[config.mk]
export PLATFORM = sky130hd
export DESIGN_NAME = exc_entry_unit
export DESIGN_NICKNAME = d
export VERILOG_FILES = /design/src/rtl/exc_entry_pkg.sv /design/src/rtl/exc_arbiter.sv /design/src/rtl/exc_state_calc.sv /design/src/rtl/exc_out_reg.sv /design/src/rtl/exc_entry_unit.sv
export SDC_FILE = /design/constraint.sdc
export NUM_CORES = 1
export LEC_CHECK = 0
export BUFFER_PORTS_ARGS = -buffer_cell sky130_fd_sc_hd__buf_4
export CAP_MARGIN = 20
export CORE_ASPECT_RATIO = 0.5
export CORE_MARGIN = 5
export CORE_UTILIZATION = 50
export DETAILED_ROUTE_END_ITERATION = 8
export HOLD_SLACK_MARGIN = 0.08
export PLACE_DENSITY_LB_ADDON = 0.08
export SYNTH_ARGS = -nofsm -noshare
export SYNTH_HDL_FRONTEND = slang
export SYNTH_HIERARCHICAL = 1
export SYNTH_SLANG_ARGS = --single-unit
[constraint.sdc]
create_clock -name clk -period 1.8 [get_ports clk]
set_input_delay 0.09 -clock clk [delete_from_list [all_inputs] [get_ports clk]]
set_output_delay 0.09 -clock clk [all_outputs]
set_load 0.01 [all_outputs]
[src/rtl/exc_entry_pkg.sv]
package exc_entry_pkg;

  typedef enum logic [2:0] {
    EXC_RESET = 3'd0,
    EXC_UNDEF = 3'd1,
    EXC_SWI   = 3'd2,
    EXC_PABT  = 3'd3,
    EXC_DABT  = 3'd4,
    EXC_IRQ   = 3'd6,
    EXC_FIQ   = 3'd7
  } exc_class_e;

  localparam int EXC_NUM_SRC = 7;
  localparam int MODE_W      = 5;
  localparam int PSR_T_BIT   = 5;
  localparam int PSR_F_BIT   = 6;
  localparam int PSR_I_BIT   = 7;

  typedef struct packed {
    logic reset;
    logic undef;
    logic swi;
    logic pabt;
    logic dabt;
    logic irq;
    logic fiq;
  } exc_req_t;

  // Priority slot 0 is the highest.
  function automatic exc_class_e slot_class(input int slot);
    case (slot)
      0:       return EXC_RESET;
      1:       return EXC_DABT;
      2:       return EXC_FIQ;
      3:       return EXC_IRQ;
      4:       return EXC_PABT;
      5:       return EXC_UNDEF;
      default: return EXC_SWI;
    endcase
  endfunction

  function automatic logic [MODE_W-1:0] entry_mode_of(input exc_class_e c);
    case (c)
      EXC_RESET, EXC_SWI: return 5'b10011;
      EXC_UNDEF:          return 5'b11011;
      EXC_PABT, EXC_DABT: return 5'b10111;
      EXC_IRQ:            return 5'b10010;
      default:            return 5'b10001;
    endcase
  endfunction

  function automatic logic forces_fiq_mask(input exc_class_e c);
    return (c == EXC_RESET) || (c == EXC_FIQ);
  endfunction

  function automatic logic saves_state(input exc_class_e c);
    return c != EXC_RESET;
  endfunction

endpackage

[src/rtl/exc_arbiter.sv]
module exc_arbiter
  import exc_entry_pkg::*;
(
  input  exc_req_t                req,
  input  logic                    irq_masked,
  input  logic                    fiq_masked,
  output logic                    fire,
  output logic [EXC_NUM_SRC-1:0]  grant,
  output exc_class_e              cls
);

  logic [EXC_NUM_SRC-1:0] cand;

  // Candidates in priority order, slot 0 first.
  assign cand[0] = req.reset;
  assign cand[1] = req.dabt;
  assign cand[2] = req.fiq & ~fiq_masked;
  assign cand[3] = req.irq & ~irq_masked;
  assign cand[4] = req.pabt;
  assign cand[5] = req.undef;
  assign cand[6] = req.swi;

  always_comb begin
    logic found;
    grant = '0;
    found = 1'b0;
    for (int i = 0; i < EXC_NUM_SRC; i++) begin
      if (cand[i] && !found) begin
        grant[i] = 1'b1;
        found    = 1'b1;
      end
    end
  end

  always_comb begin
    cls = EXC_RESET;
    for (int i = 0; i < EXC_NUM_SRC; i++) begin
      if (grant[i]) cls = slot_class(i);
    end
  end

  assign fire = |cand;

endmodule

[src/rtl/exc_state_calc.sv]
module exc_state_calc
  import exc_entry_pkg::*;
#(
  parameter int          XLEN       = 32,
  parameter logic [31:0] HIVEC_BASE = 32'hFFFF_0000
) (
  input  exc_class_e         cls,
  input  logic [XLEN-1:0]    cur_psr,
  input  logic [XLEN-1:0]    excp_pc8,
  input  logic [XLEN-1:0]    resume_pc,
  input  logic               hivec,
  output logic [MODE_W-1:0]  mode,
  output logic [XLEN-1:0]    new_psr,
  output logic               spsr_we,
  output logic               lr_we,
  output logic [XLEN-1:0]    link,
  output logic [XLEN-1:0]    vec
);

  localparam int SLOT_SHIFT = 2;
  localparam logic [XLEN-1:0] WORD     = XLEN'(4);
  localparam logic [XLEN-1:0] MINUS_WD = ~WORD + XLEN'(1);

  function automatic logic [XLEN-1:0] link_of(input exc_class_e c,
                                              input logic [XLEN-1:0] pc8,
                                              input logic [XLEN-1:0] rpc);
    case (c)
      EXC_UNDEF, EXC_SWI, EXC_PABT: return pc8 + MINUS_WD;
      EXC_DABT:                     return pc8;
      EXC_IRQ, EXC_FIQ:             return rpc + WORD;
      default:                      return '0;
    endcase
  endfunction

  function automatic logic [XLEN-1:0] vec_of(input exc_class_e c, input logic hi);
    logic [XLEN-1:0] base;
    base = hi ? XLEN'(HIVEC_BASE) : '0;
    return base | (XLEN'(c) << SLOT_SHIFT);
  endfunction

  function automatic logic [XLEN-1:0] psr_of(input exc_class_e c,
                                             input logic [XLEN-1:0] p);
    logic [XLEN-1:0] n;
    n = p;
    n[MODE_W-1:0] = entry_mode_of(c);
    n[PSR_T_BIT]  = 1'b0;
    n[PSR_I_BIT]  = 1'b1;
    if (forces_fiq_mask(c)) n[PSR_F_BIT] = 1'b1;
    return n;
  endfunction

  assign mode    = entry_mode_of(cls);
  assign new_psr = psr_of(cls, cur_psr);
  assign spsr_we = saves_state(cls);
  assign lr_we   = saves_state(cls);
  assign link    = link_of(cls, excp_pc8, resume_pc);
  assign vec     = vec_of(cls, hivec);

endmodule

[src/rtl/exc_out_reg.sv]
module exc_out_reg
  import exc_entry_pkg::*;
#(
  parameter int XLEN = 32
) (
  input  logic               clk,
  input  logic               rst_n,
  input  logic               fire,
  input  exc_class_e         cls_d,
  input  logic [MODE_W-1:0]  mode_d,
  input  logic [XLEN-1:0]    psr_d,
  input  logic               spsr_we_d,
  input  logic [XLEN-1:0]    spsr_d,
  input  logic               lr_we_d,
  input  logic [XLEN-1:0]    lr_d,
  input  logic [XLEN-1:0]    vec_d,
  output logic               valid_q,
  output exc_class_e         cls_q,
  output logic [MODE_W-1:0]  mode_q,
  output logic [XLEN-1:0]    psr_q,
  output logic               spsr_we_q,
  output logic [XLEN-1:0]    spsr_q,
  output logic               lr_we_q,
  output logic [XLEN-1:0]    lr_q,
  output logic [XLEN-1:0]    vec_q
);

  always_ff @(posedge clk or negedge rst_n) begin
    if (!rst_n) begin
      valid_q   <= 1'b0;
      cls_q     <= EXC_RESET;
      mode_q    <= '0;
      psr_q     <= '0;
      spsr_we_q <= 1'b0;
      spsr_q    <= '0;
      lr_we_q   <= 1'b0;
      lr_q      <= '0;
      vec_q     <= '0;
    end else begin
      valid_q   <= fire;
      cls_q     <= fire ? cls_d  : EXC_RESET;
      mode_q    <= fire ? mode_d : '0;
      psr_q     <= fire ? psr_d  : '0;
      spsr_we_q <= fire & spsr_we_d;
      spsr_q    <= (fire & spsr_we_d) ? spsr_d : '0;
      lr_we_q   <= fire & lr_we_d;
      lr_q      <= (fire & lr_we_d) ? lr_d : '0;
      vec_q     <= fire ? vec_d : '0;
    end
  end

endmodule

[src/rtl/exc_entry_unit.sv]
module exc_entry_unit
  import exc_entry_pkg::*;
#(
  parameter int          XLEN       = 32,
  parameter logic [31:0] HIVEC_BASE = 32'hFFFF_0000
) (
  input  logic             clk,
  input  logic             rst_n,
  input  logic             req_reset,
  input  logic             req_undef,
  input  logic             req_swi,
  input  logic             req_pabt,
  input  logic             req_dabt,
  input  logic             req_irq,
  input  logic             req_fiq,
  input  logic [XLEN-1:0]  cur_psr,
  input  logic [XLEN-1:0]  excp_pc8,
  input  logic [XLEN-1:0]  resume_pc,
  input  logic             hivec,
  output logic             opnd_kill,
  output logic             entry_valid,
  output logic [2:0]       entry_class,
  output logic [4:0]       entry_mode,
  output logic [XLEN-1:0]  new_psr,
  output logic             spsr_we,
  output logic [XLEN-1:0]  spsr_wdata,
  output logic             lr_we,
  output logic [XLEN-1:0]  lr_wdata,
  output logic [XLEN-1:0]  vec_addr
);

  exc_req_t               req_bus;
  logic                   acc_fire;
  logic [EXC_NUM_SRC-1:0] acc_grant;
  exc_class_e             acc_class;
  logic [MODE_W-1:0]      calc_mode;
  logic [XLEN-1:0]        calc_psr;
  logic                   calc_spsr_we;
  logic                   calc_lr_we;
  logic [XLEN-1:0]        calc_link;
  logic [XLEN-1:0]        calc_vec;
  exc_class_e             q_class;

  assign req_bus = '{reset: req_reset, undef: req_undef, swi: req_swi,
                     pabt: req_pabt, dabt: req_dabt, irq: req_irq, fiq: req_fiq};

  exc_arbiter u_arb (
    .req        (req_bus),
    .irq_masked (cur_psr[PSR_I_BIT]),
    .fiq_masked (cur_psr[PSR_F_BIT]),
    .fire       (acc_fire),
    .grant      (acc_grant),
    .cls        (acc_class)
  );

  exc_state_calc #(.XLEN(XLEN), .HIVEC_BASE(HIVEC_BASE)) u_calc (
    .cls       (acc_class),
    .cur_psr   (cur_psr),
    .excp_pc8  (excp_pc8),
    .resume_pc (resume_pc),
    .hivec     (hivec),
    .mode      (calc_mode),
    .new_psr   (calc_psr),
    .spsr_we   (calc_spsr_we),
    .lr_we     (calc_lr_we),
    .link      (calc_link),
    .vec       (calc_vec)
  );

  exc_out_reg #(.XLEN(XLEN)) u_oreg (
    .clk       (clk),
    .rst_n     (rst_n),
    .fire      (acc_fire),
    .cls_d     (acc_class),
    .mode_d    (calc_mode),
    .psr_d     (calc_psr),
    .spsr_we_d (calc_spsr_we),
    .spsr_d    (cur_psr),
    .lr_we_d   (calc_lr_we),
    .lr_d      (calc_link),
    .vec_d     (calc_vec),
    .valid_q   (entry_valid),
    .cls_q     (q_class),
    .mode_q    (entry_mode),
    .psr_q     (new_psr),
    .spsr_we_q (spsr_we),
    .spsr_q    (spsr_wdata),
    .lr_we_q   (lr_we),
    .lr_q      (lr_wdata),
    .vec_q     (vec_addr)
  );

  assign entry_class = q_class;
  assign opnd_kill   = acc_fire;

endmodule

==> key figures <==
Status
  – Outcome: finished clean

Hold path
  – Hold/Removal Path Class: in2reg

Timing
  – RSZ-0062 raised after global routing: no
  – Endpoints failing hold: 0
  – Setup TNS: 0 ns
  – Setup violators final: 0
  – Tmin final: 1.69 ns
  – Final Max Tran Viols: 0
  – Post-route clock period utilization: 0.941
  – Max Freq: slightly below 600 MHz

Die
  – Row Count: 29
  – Initial core utilization: 0.520
  – I/O pins: 246
  – Die area: roughly 16000 µm²
  – Vert. Die Dim: between 90 and 100 µm
  – Core area: 12900 µm²
  – Die W: 174 µm

Drt
  – Drt first pass iters: 5
  – First DRT Iteration DRCs: 440
  – Post-route ant nets: 0
  – Wirelength, routed: 18.7 mm
  – DR top layer: met4
  – Vias per Instance: between 5 and 6
  – Wire length on met2: about 9.3 mm
  – DRC errors left: 0
  – DR WL/cell: approximately 17 µm
  – Met1 Routed Length: 7.99 mm
  – DR WL met3: roughly 1.2 mm
  – Vias: 5584

Setup path
  – Critical path type: in2reg
  – Worst EP required: 2.09 ns
  – Crit path max fanout: 6
  – WP data arrival: around 2 ns
  – Setup crit start kind: primary input
  – CP endpoint kind: flop

GRT
  – Number of global-route vias before repair: 5652
  – Pin count of the biggest net entering global routing: 89
  – Gr usage total: 0.233
  – Initial antenna violation count: 0
  – Grt total ovfl: 0
  – Global-route wire length before repair: between 20 and 30 mm

Synth
  – Synthesis Warnings: 6
  – Syn Std Cell Area: between 6000 and 7000 µm²
  – Syn Area/Cell: between 10 and 15 µm²
  – Gate Count Post-Synth: 640

Cells and area
  – Final instance area: 9750 µm²
  – Synth-to-Final Area Change: 45.6%
  – Diodes inserted: 0
  – Finished Core Util: 0.757
  – Share of cells above drive strength 1: 0.387
  – Most frequent cells in the layout: buf_4, dfrtp_1, and2_1
  – Most common cell after layout, fill and taps aside: buf_4
  – Final #Nets: ~1000

Placed design
  – Placed Area: 8800 µm²
  – Buffers on Ports: roughly 250
  – Placer Congestion: a little over 0.9
  – Hpwl dp: ~14 mm

Clock network
  – Worst-path clk slew: 0.05 ns
  – Sink Count: 139
  – TritonCTS Buffers: 17
  – Root Driver: clkbuf_16
  – Post-CTS setup buffer count: 0
  – Clock tree buffer depth: 2
  – CTS tree: yes
  – H-tree Lvls: 4

Power and ir drop
  – Pwr Density: roughly 850 nW/µm²
  – Peak VDD IR: between 0.0005 and 0.0006 V
  – Lkg Pwr: ~4.8 nW

Flow run
  – Maxcap violations: 0
[state kept, by name (all words and copies together) (netlist names)]
signal / cells
u_oreg/spsr_we_q: 1
u_oreg/valid_q: 1
u_oreg/spsr_q: 32
u_oreg/psr_q: 32
u_oreg/cls_q: 3
u_oreg/mode_q: 5
u_oreg/lr_q: 32
u_oreg/vec_q: 32
u_oreg/lr_we_q: 1
[layer usage]
layer | track usage | vias to the layer above
li1 | - | 2680
met1 | 0.301 | 2664
met2 | 0.402 | 218
met3 | 0.0514 | 22
met4 | 0.0671 | 0
met5 | 0 | -
[power breakdown]
| part | internal, mW | total (mW) | switching [mW] |
|---|---|---|---|
| Combinational | 0.804 | 1.52 | 0.720 |
| Sequential | 3.35 | 3.41 | 0.0685 |
| Clock | 2.14 | 3.35 | 1.21 |
[final timing paths]
path / from / end / slack [ns] / cells past startpoint
worst max-delay path: excp_pc8[22] / u_oreg/lr_q[25] / 0.11 / 8
worst min-delay path: excp_pc8[30] / u_oreg/lr_q[30] / 0.14 / 4
max in group asynchronous: rst_n / u_oreg/lr_q[26] / 0.95 / 3
min in group asynchronous: rst_n / u_oreg/vec_q[10] / 0.23 / 2
[worst max-delay path: stages]
cell      delay, ns
buf_4          0.11
or4_1          0.60
nor4b_4        0.44
buf_4          0.20
nand3b_1       0.10
xnor2_1        0.14
a21o_1         0.17
and3_1         0.13
[stage by stage]
step	power (mW)	setup WS, ns	cells	hold WS, ns
after floorplan	4.11	-0.135	655	-0.206
after global placement	4.88	-0.231	1040	0.0562
after detailed placement	4.92	-0.283	1040	0.0616
after CTS	8.34	0.132	1108	0.112
after global routing	8.62	0.0120	1108	0.143
final	8.29	0.107	1108	0.136
[what timing repair did]
action                                  4_1_cts  5_1_grt
hold buffers                                 39        0
resized for setup                             0        1
endpoints found under the setup margin        0        2
hold endpoints to repair                    208        0
[final cells by class]
class / instances / area (µm²)
inverters: 11 / 42.5
fillers: 858 / 3130
clock buffers: 20 / 437
flip-flops and latches: 139 / 3480
repair buffers: 353 / 2800
clock inverters: 9 / 125
well taps: 170 / 213
multi-input cells: 406 / 2660
Power figures use the tool's default switching activity.
